<file path="src/rtl/i2c_flag_pkg.sv">
package i2c_flag_pkg;
  localparam int BYTE_W = 8;
  localparam int ADDR_W = 7;

  // Upper nibble all zeros or all ones marks an extension code.
  function automatic logic is_ext_code(input logic [BYTE_W-1:0] b);
    return (b[BYTE_W-1 -: 4] == 4'h0) || (b[BYTE_W-1 -: 4] == 4'hF);
  endfunction

  // Seven address bits above the direction bit against the local address.
  function automatic logic addr_hit(input logic [BYTE_W-1:0] b,
                                    input logic [ADDR_W-1:0] a);
    return b[BYTE_W-1:1] == a;
  endfunction
endpackage

</file>
<file path="src/rtl/i2c_bitpos_track.sv">
module i2c_bitpos_track #(
  parameter int FRAME_BITS = 9,
  parameter int ADDR_EDGE  = 8
) (
  input  logic clk,
  input  logic rst_n,
  input  logic enable,
  input  logic start_det,
  input  logic scl_rise,
  input  logic scl_fall,
  output logic ev_addr_edge,
  output logic ev_frame_fall
);
  localparam int CNT_W = $clog2(FRAME_BITS + 1);
  localparam logic [CNT_W-1:0] LAST_POS = CNT_W'(FRAME_BITS);
  localparam logic [CNT_W-1:0] PRE_EDGE = CNT_W'(ADDR_EDGE - 1);

  logic [CNT_W-1:0] pos_q, pos_d;
  logic             first_q, first_d;

  function automatic logic [CNT_W-1:0] bump(input logic [CNT_W-1:0] p);
    return (p == LAST_POS) ? CNT_W'(1) : p + CNT_W'(1);
  endfunction

  always_comb begin
    pos_d   = pos_q;
    first_d = first_q;
    if (!enable) begin
      pos_d   = '0;
      first_d = 1'b0;
    end else if (start_det) begin
      pos_d   = '0;
      first_d = 1'b1;
    end else begin
      if (scl_rise) pos_d = bump(pos_q);
      if (scl_fall && pos_q == LAST_POS) first_d = 1'b0;
    end
  end

  always_ff @(posedge clk) begin
    if (!rst_n) begin
      pos_q   <= '0;
      first_q <= 1'b0;
    end else begin
      pos_q   <= pos_d;
      first_q <= first_d;
    end
  end

  assign ev_addr_edge  = enable && !start_det && scl_rise && first_q && (pos_q == PRE_EDGE);
  assign ev_frame_fall = enable && !start_det && scl_fall && first_q && (pos_q == LAST_POS);
endmodule

</file>
<file path="src/rtl/i2c_addr_flags.sv">
module i2c_addr_flags
  import i2c_flag_pkg::*;
(
  input  logic              clk,
  input  logic              rst_n,
  input  logic              enable,
  input  logic              start_det,
  input  logic              stop_det,
  input  logic              cmd_release,
  input  logic              ev_addr_edge,
  input  logic [BYTE_W-1:0] rx_byte,
  input  logic [ADDR_W-1:0] own_addr,
  output logic              ext_d,
  output logic              hit_d,
  output logic              ext_q,
  output logic              hit_q
);
  logic flag_clr;
  assign flag_clr = !enable || start_det || stop_det || cmd_release;

  always_comb begin
    ext_d = ext_q;
    hit_d = hit_q;
    if (flag_clr) begin
      ext_d = 1'b0;
      hit_d = 1'b0;
    end else if (ev_addr_edge) begin
      if (is_ext_code(rx_byte))        ext_d = 1'b1;
      if (addr_hit(rx_byte, own_addr)) hit_d = 1'b1;
    end
  end

  always_ff @(posedge clk) begin
    if (!rst_n) begin
      ext_q <= 1'b0;
      hit_q <= 1'b0;
    end else begin
      ext_q <= ext_d;
      hit_q <= hit_d;
    end
  end
endmodule

</file>
<file path="src/rtl/i2c_dir_flag.sv">
module i2c_dir_flag (
  input  logic clk,
  input  logic rst_n,
  input  logic enable,
  input  logic start_det,
  input  logic stop_det,
  input  logic cmd_release,
  input  logic cmd_wait_cancel,
  input  logic cmd_shift_wr,
  input  logic arb_rise,
  input  logic master_mode,
  input  logic start_gen,
  input  logic ev_addr_edge,
  input  logic ev_frame_fall,
  input  logic dir_bit,
  input  logic ext_d,
  input  logic hit_d,
  output logic tx_q,
  output logic sda_oe,
  output logic clr_any
);
  logic idle, tx_d, arm_q, arm_d;

  assign idle    = !master_mode && !ext_d && !hit_d;
  assign clr_any = !enable || stop_det || cmd_release || cmd_wait_cancel || arb_rise || idle;

  always_comb begin
    tx_d = tx_q;
    if (clr_any) begin
      tx_d = 1'b0;
    end else if (master_mode) begin
      if (start_gen)         tx_d = 1'b1;
      else if (ev_addr_edge) tx_d = !dir_bit;
    end else begin
      if (start_det)         tx_d = 1'b0;
      else if (ev_addr_edge) tx_d = dir_bit;
    end
  end

  always_comb begin
    arm_d = arm_q;
    if (!tx_d || start_det || stop_det) arm_d = 1'b0;
    else if (ev_frame_fall || cmd_shift_wr) arm_d = 1'b1;
  end

  always_ff @(posedge clk) begin
    if (!rst_n) begin
      tx_q  <= 1'b0;
      arm_q <= 1'b0;
    end else begin
      tx_q  <= tx_d;
      arm_q <= arm_d;
    end
  end

  assign sda_oe = tx_q && arm_q;
endmodule

</file>
<file path="src/rtl/i2c_flag_tracker.sv">
module i2c_flag_tracker
  import i2c_flag_pkg::*;
#(
  parameter int FRAME_BITS = 9,
  parameter int ADDR_EDGE  = 8
) (
  input  logic              clk,
  input  logic              rst_n,
  input  logic              enable,
  input  logic              start_det,
  input  logic              stop_det,
  input  logic              scl_rise,
  input  logic              scl_fall,
  input  logic [BYTE_W-1:0] rx_byte,
  input  logic [ADDR_W-1:0] own_addr,
  input  logic              cmd_release,
  input  logic              cmd_wait_cancel,
  input  logic              cmd_shift_wr,
  input  logic              master_mode,
  input  logic              start_gen,
  input  logic              arb_lost,
  output logic              ext_seen,
  output logic              own_hit,
  output logic              tx_mode,
  output logic              sda_oe
);
  logic ev_addr8, ev_ninth_fall, arb_q, arb_rise;
  logic ext_d, hit_d, trc_clr_any;

  always_ff @(posedge clk) begin
    if (!rst_n) arb_q <= 1'b0;
    else        arb_q <= arb_lost;
  end
  assign arb_rise = arb_lost && !arb_q;

  i2c_bitpos_track #(.FRAME_BITS(FRAME_BITS), .ADDR_EDGE(ADDR_EDGE)) u_pos (
    .clk(clk), .rst_n(rst_n), .enable(enable), .start_det(start_det),
    .scl_rise(scl_rise), .scl_fall(scl_fall),
    .ev_addr_edge(ev_addr8), .ev_frame_fall(ev_ninth_fall)
  );

  i2c_addr_flags u_addr (
    .clk(clk), .rst_n(rst_n), .enable(enable), .start_det(start_det),
    .stop_det(stop_det), .cmd_release(cmd_release), .ev_addr_edge(ev_addr8),
    .rx_byte(rx_byte), .own_addr(own_addr),
    .ext_d(ext_d), .hit_d(hit_d), .ext_q(ext_seen), .hit_q(own_hit)
  );

  i2c_dir_flag u_dir (
    .clk(clk), .rst_n(rst_n), .enable(enable), .start_det(start_det),
    .stop_det(stop_det), .cmd_release(cmd_release),
    .cmd_wait_cancel(cmd_wait_cancel), .cmd_shift_wr(cmd_shift_wr),
    .arb_rise(arb_rise), .master_mode(master_mode), .start_gen(start_gen),
    .ev_addr_edge(ev_addr8), .ev_frame_fall(ev_ninth_fall), .dir_bit(rx_byte[0]),
    .ext_d(ext_d), .hit_d(hit_d),
    .tx_q(tx_mode), .sda_oe(sda_oe), .clr_any(trc_clr_any)
  );
endmodule

</file>
<file path="config.mk">
export PLATFORM = sky130hd
export DESIGN_NAME = i2c_flag_tracker
export DESIGN_NICKNAME = d
export VERILOG_FILES = /design/src/rtl/i2c_flag_pkg.sv /design/src/rtl/i2c_bitpos_track.sv /design/src/rtl/i2c_addr_flags.sv /design/src/rtl/i2c_dir_flag.sv /design/src/rtl/i2c_flag_tracker.sv
export SDC_FILE = /design/constraint.sdc
export NUM_CORES = 1
export LEC_CHECK = 0
export ABC_AREA = 1
export BUFFER_PORTS_ARGS = -buffer_cell sky130_fd_sc_hd__buf_2
export CORE_MARGIN = 3
export CORE_UTILIZATION = 46
export CTS_BUF_LIST = sky130_fd_sc_hd__clkbuf_4 sky130_fd_sc_hd__clkbuf_8
export DETAILED_ROUTE_END_ITERATION = 10
export GPL_ROUTABILITY_DRIVEN = 0
export GPL_TIMING_DRIVEN = 0
export PLACE_DENSITY = 0.89
export SETUP_SLACK_MARGIN = 0.05
export SLEW_MARGIN = 20
export SYNTH_ARGS = -nofsm -noshare
export SYNTH_HDL_FRONTEND = slang
export SYNTH_SLANG_ARGS = --single-unit
</file>
<file path="constraint.sdc">
create_clock -name clk -period 1.7 [get_ports clk]
set_clock_uncertainty 0.1 [all_clocks]
set_input_delay 0.34 -clock clk [delete_from_list [all_inputs] [get_ports clk]]
set_output_delay 0.34 -clock clk [all_outputs]
set_load 0.03 [all_outputs]
</file>
==> summary by stage <==
Status
The run finished with clean final reports.

Logic synthesis
The largest total area in the synthesized netlist belongs to sky130_fd_sc_hd__dfxtp_1. The number of enable-type register cells in the synthesized netlist is 0. The share of the synthesized area in the top cell type is between 30% and 40%. The most used flip-flop cell after synthesis is sky130_fd_sc_hd__dfxtp_1.

The cell count after synthesis is 110. By count the netlist is led by sky130_fd_sc_hd__nand2_1 (29), sky130_fd_sc_hd__inv_1 (19), sky130_fd_sc_hd__nor2_1 (19), sky130_fd_sc_hd__dfxtp_1 (10), sky130_fd_sc_hd__nand3_1 (6). After synthesis the netlist holds a flip-flop and latch count of 10. Yosys attributes the largest share of cell area to sky130_fd_sc_hd__dfxtp_1 (31%), sky130_fd_sc_hd__nand2_1 (17%), sky130_fd_sc_hd__inv_1 (11%).

Among all cell types in the netlist, the one instantiated most often is sky130_fd_sc_hd__nand2_1. The cell area after synthesis is 655.6 µm². The synthesized area per cell is 5.960 µm². The number of different library cells used by synthesis comes to 19. The share of async-settable or async-resettable flops after synthesis is 0%.

The total number of yosys warnings is 0. The share of synthesized area occupied by flip-flops and latches is a little under a third. Counting every net in the synthesized netlist gives about 140.

STA
The worst path uses roughly 83% of the clock period. The final number of hold-violating endpoints is 0. Setup violations remaining at the end of the flow were counted as 0.

The worst-case setup margin in the final layout is 291.0 ps. The minimum period implied by the final worst setup slack is roughly 1400 ps. At the pin with the least slew margin, the transition time is a little under 500 ps. The number of slew-limit violations in the final report is 0.

The sum of negative setup slack is 0 ps. Setup repair after global routing left no endpoint under its margin. The tightest slew margin relative to the limit is about 67%. The highest attainable clock frequency is 0.7097 GHz.

Worst setup path
Counting stages on the worst path, the most repeated cell is sky130_fd_sc_hd__nor2_1. The kind of capture point of the worst setup path is a flip-flop. On the critical path, the stage with the largest delay is an instance of sky130_fd_sc_hd__dfxtp_1. The maximum net fanout on the critical path is 6. The delay contributed by the slowest stage of the critical path is around 430 ps. For the worst setup path, the data arrival time is 1470 ps. The critical path goes through nand3_1, nor2_1, nand3_1, nand2_1, nor2_1, nor2_1, nor2_2, nand2_1, nor2_2. STA classifies the critical path startpoint as a flip-flop. Data on the critical path is required at its endpoint by approximately 1800 ps.

Counting both buffers and inverters, the worst setup path holds a total of 0. The cell family contributing the most delay on the critical path is simple AND/OR/NAND/NOR gates. The category of the critical setup timing path is reg2reg.

Drt
The average wire length per cell after detail routing is just over 10 µm. The detail route stage leaves a number of antenna-violating nets equal to 0. The first detailed-routing pass ran for 4 iterations. Dividing the detail-routed via count by the number of cells gives 5.025. The detailed-route via count is between 700 and 800.

The final wirelength is approximately 1600 µm. The number of violations reported at the end of detailed-routing iteration 0 is 26. The DRC violation count after routing is 0.

Cells and area
The repair_antennas step left the layout with diodes totalling 0. The area occupied by multi-input gates is roughly 370 µm². With fillers left out, the area of the finished cells amounts to approximately 860 µm². The area occupied by registers is roughly 200 µm². The count of cells in the finished layout, fillers not included, comes to between 150 and 200. The number of filler cells placed in the layout is a little over 100. The fraction of final layout cells with drive strength greater than 1 is about 29%. In the final design database the tool counted roughly 170 nets. Compared with the post-synthesis result, the final layout area differs by 31.87%.

Die
In this run the count of I/O pins placed on the die edge is 32. The die width is roughly 44 µm. In this run the core area contains 12 standard-cell rows.

The die is about 44 µm tall. The core area is approximately 1200 µm². The die outline area is between 1500 and 2000 µm². The starting utilization of the core area is roughly 54%.

Clock network
The number of buffers inserted for hold repair after clock tree synthesis is 0. The deepest clock path buffer count is 2. After clock tree synthesis, the repair step resized 0 gates.

The buffer type at the clock tree root is sky130_fd_sc_hd__clkbuf_4. The total setup buffers inserted after CTS is 0. The clock network latency to the later pin of the worst-skew pair is 270 ps.

CTS saw 10 sinks. Buffers inserted during clock tree synthesis total 3. TritonCTS built the clock tree. In this run the number of H-tree levels came out at 1.

The clock transition at the register clock pins on the worst setup and hold paths after CTS is 70 ps.

Global route
For met1 alone, demand over resource in global routing was between 20% and 30%. The first global-routing pass estimated roughly 2700 µm of wire. The global routing stage identified its most utilized layer as met2.

The pin count of the biggest net entering global routing is 7. The overall track demand over capacity in global routing is around 18%. After global routing the overflow that remains totals 0. The met2 demand-to-capacity share in global routing is a little under a third. The initial antenna violation count is 0.

The via count of the first global-routing pass is approximately 680. The routing usage on met3 is just over 6%.

Placement
The placed instances occupy a cell area of approximately 830 µm². The placed wire-length estimate after detailed placement is approximately 1300 µm. Including well taps, the total number of placed cells is ~160. The worst slack after detailed placement is 220.6 ps. Port buffering added 31 buffers.

Pwr
The peak supply drop is 0.5125 mV. Dividing total power by cell area gives a power density of about 630 nW/µm². In this run the static leakage power is roughly 0.48 nW.

Run
The number of violations of the max-capacitance limit is 0.

Worst hold path
The worst hold path belongs to the class in2reg.
==> where the power goes <==
part           total (mW)  internal [mW]  switching (mW)
Sequential          0.240          0.237         0.00280
Combinational      0.0880         0.0423          0.0457
Clock               0.218          0.130          0.0874
Total               0.546          0.410           0.136
==> sequential cells by signal, summed over array words and instances (netlist names) <==
register       flops
arb_q              1
u_addr.ext_q       1
u_addr.hit_q       1
u_dir.arm_q        1
u_dir.tx_q         1
u_pos.first_q      1
u_pos.pos_q        4
==> placed cells by master, fill, tap and decap left out, drive strengths merged <==
cell | Yosys | routed
a2111oi | 1 | 1
a211oi | 1 | 1
a21oi | 4 | 4
buf | 0 | 31
clkbuf | 0 | 4
dfxtp | 10 | 10
inv | 22 | 22
nand2 | 29 | 29
nand3 | 6 | 6
nand4 | 5 | 5
nor2 | 22 | 22
nor3 | 1 | 1
nor4 | 2 | 2
o21ai | 2 | 2
o31ai | 1 | 1
xnor2 | 3 | 3
xor2 | 1 | 1
==> per-stage QoR <==
step	util, %	hold WS, ps	total power [mW]
6_report	71.09	174.8	0.5459
5_1_grt	71.09	186.3	0.5687
4_1_cts	71.09	183.7	0.5459
3_5_place_dp	68.11	398.9	0.3333
3_3_place_gp	68.11	369.3	0.3281
2_1_floorplan	-	330.7	0.2846
==> cell type report <==
type / instances / area share (%)
clock buffers: 4 / 4.197
well taps: 14 / 2.026
flip-flops and latches: 10 / 23.15
repair buffers: 31 / 17.95
inverters: 22 / 9.551
multi-input cells: 78 / 43.13
==> routing by layer <==
layer / part of all wire, % / vias to the layer above
met5: 0 / -
met4: 0.86 / 0
li1: - / 416
met2: 50 / 32
met1: 40 / 347
met3: 9.2 / 4
==> final timing paths <==
kind	slack (ps)	start	cells past startpoint	endpoint
setup / recovery	290	u_pos.pos_q[0]$_SDFFE_PP0P_	9	u_dir.arm_q$_SDFFE_PP0P_
hold reg to reg	410	u_pos.first_q$_SDFFE_PN0P_	2	u_pos.first_q$_SDFFE_PN0P_
hold / removal	170	arb_lost	3	arb_q$_SDFF_PN0_
setup reg to reg	290	u_pos.pos_q[0]$_SDFFE_PP0P_	9	u_dir.arm_q$_SDFFE_PP0P_
==> worst min-delay path, stage by stage <==
cell and delay, ps:
sky130_fd_sc_hd__buf_2 90, sky130_fd_sc_hd__nand2_1 50, sky130_fd_sc_hd__inv_1 40
==> logic make-up (layout without fill, tap and decap cells) <==
logic type | Yosys count | in the layout | share of synthesized area [%]
AND/OR/NAND/NOR | 65 | 65 | 43.32
buffers and inverters | 22 | 57 | 12.60
flip-flops | 10 | 10 | 30.53
AO/OA/AOI/OAI | 9 | 9 | 8.206
XOR/XNOR | 4 | 4 | 5.344
Power figures use the tool's default switching activity.
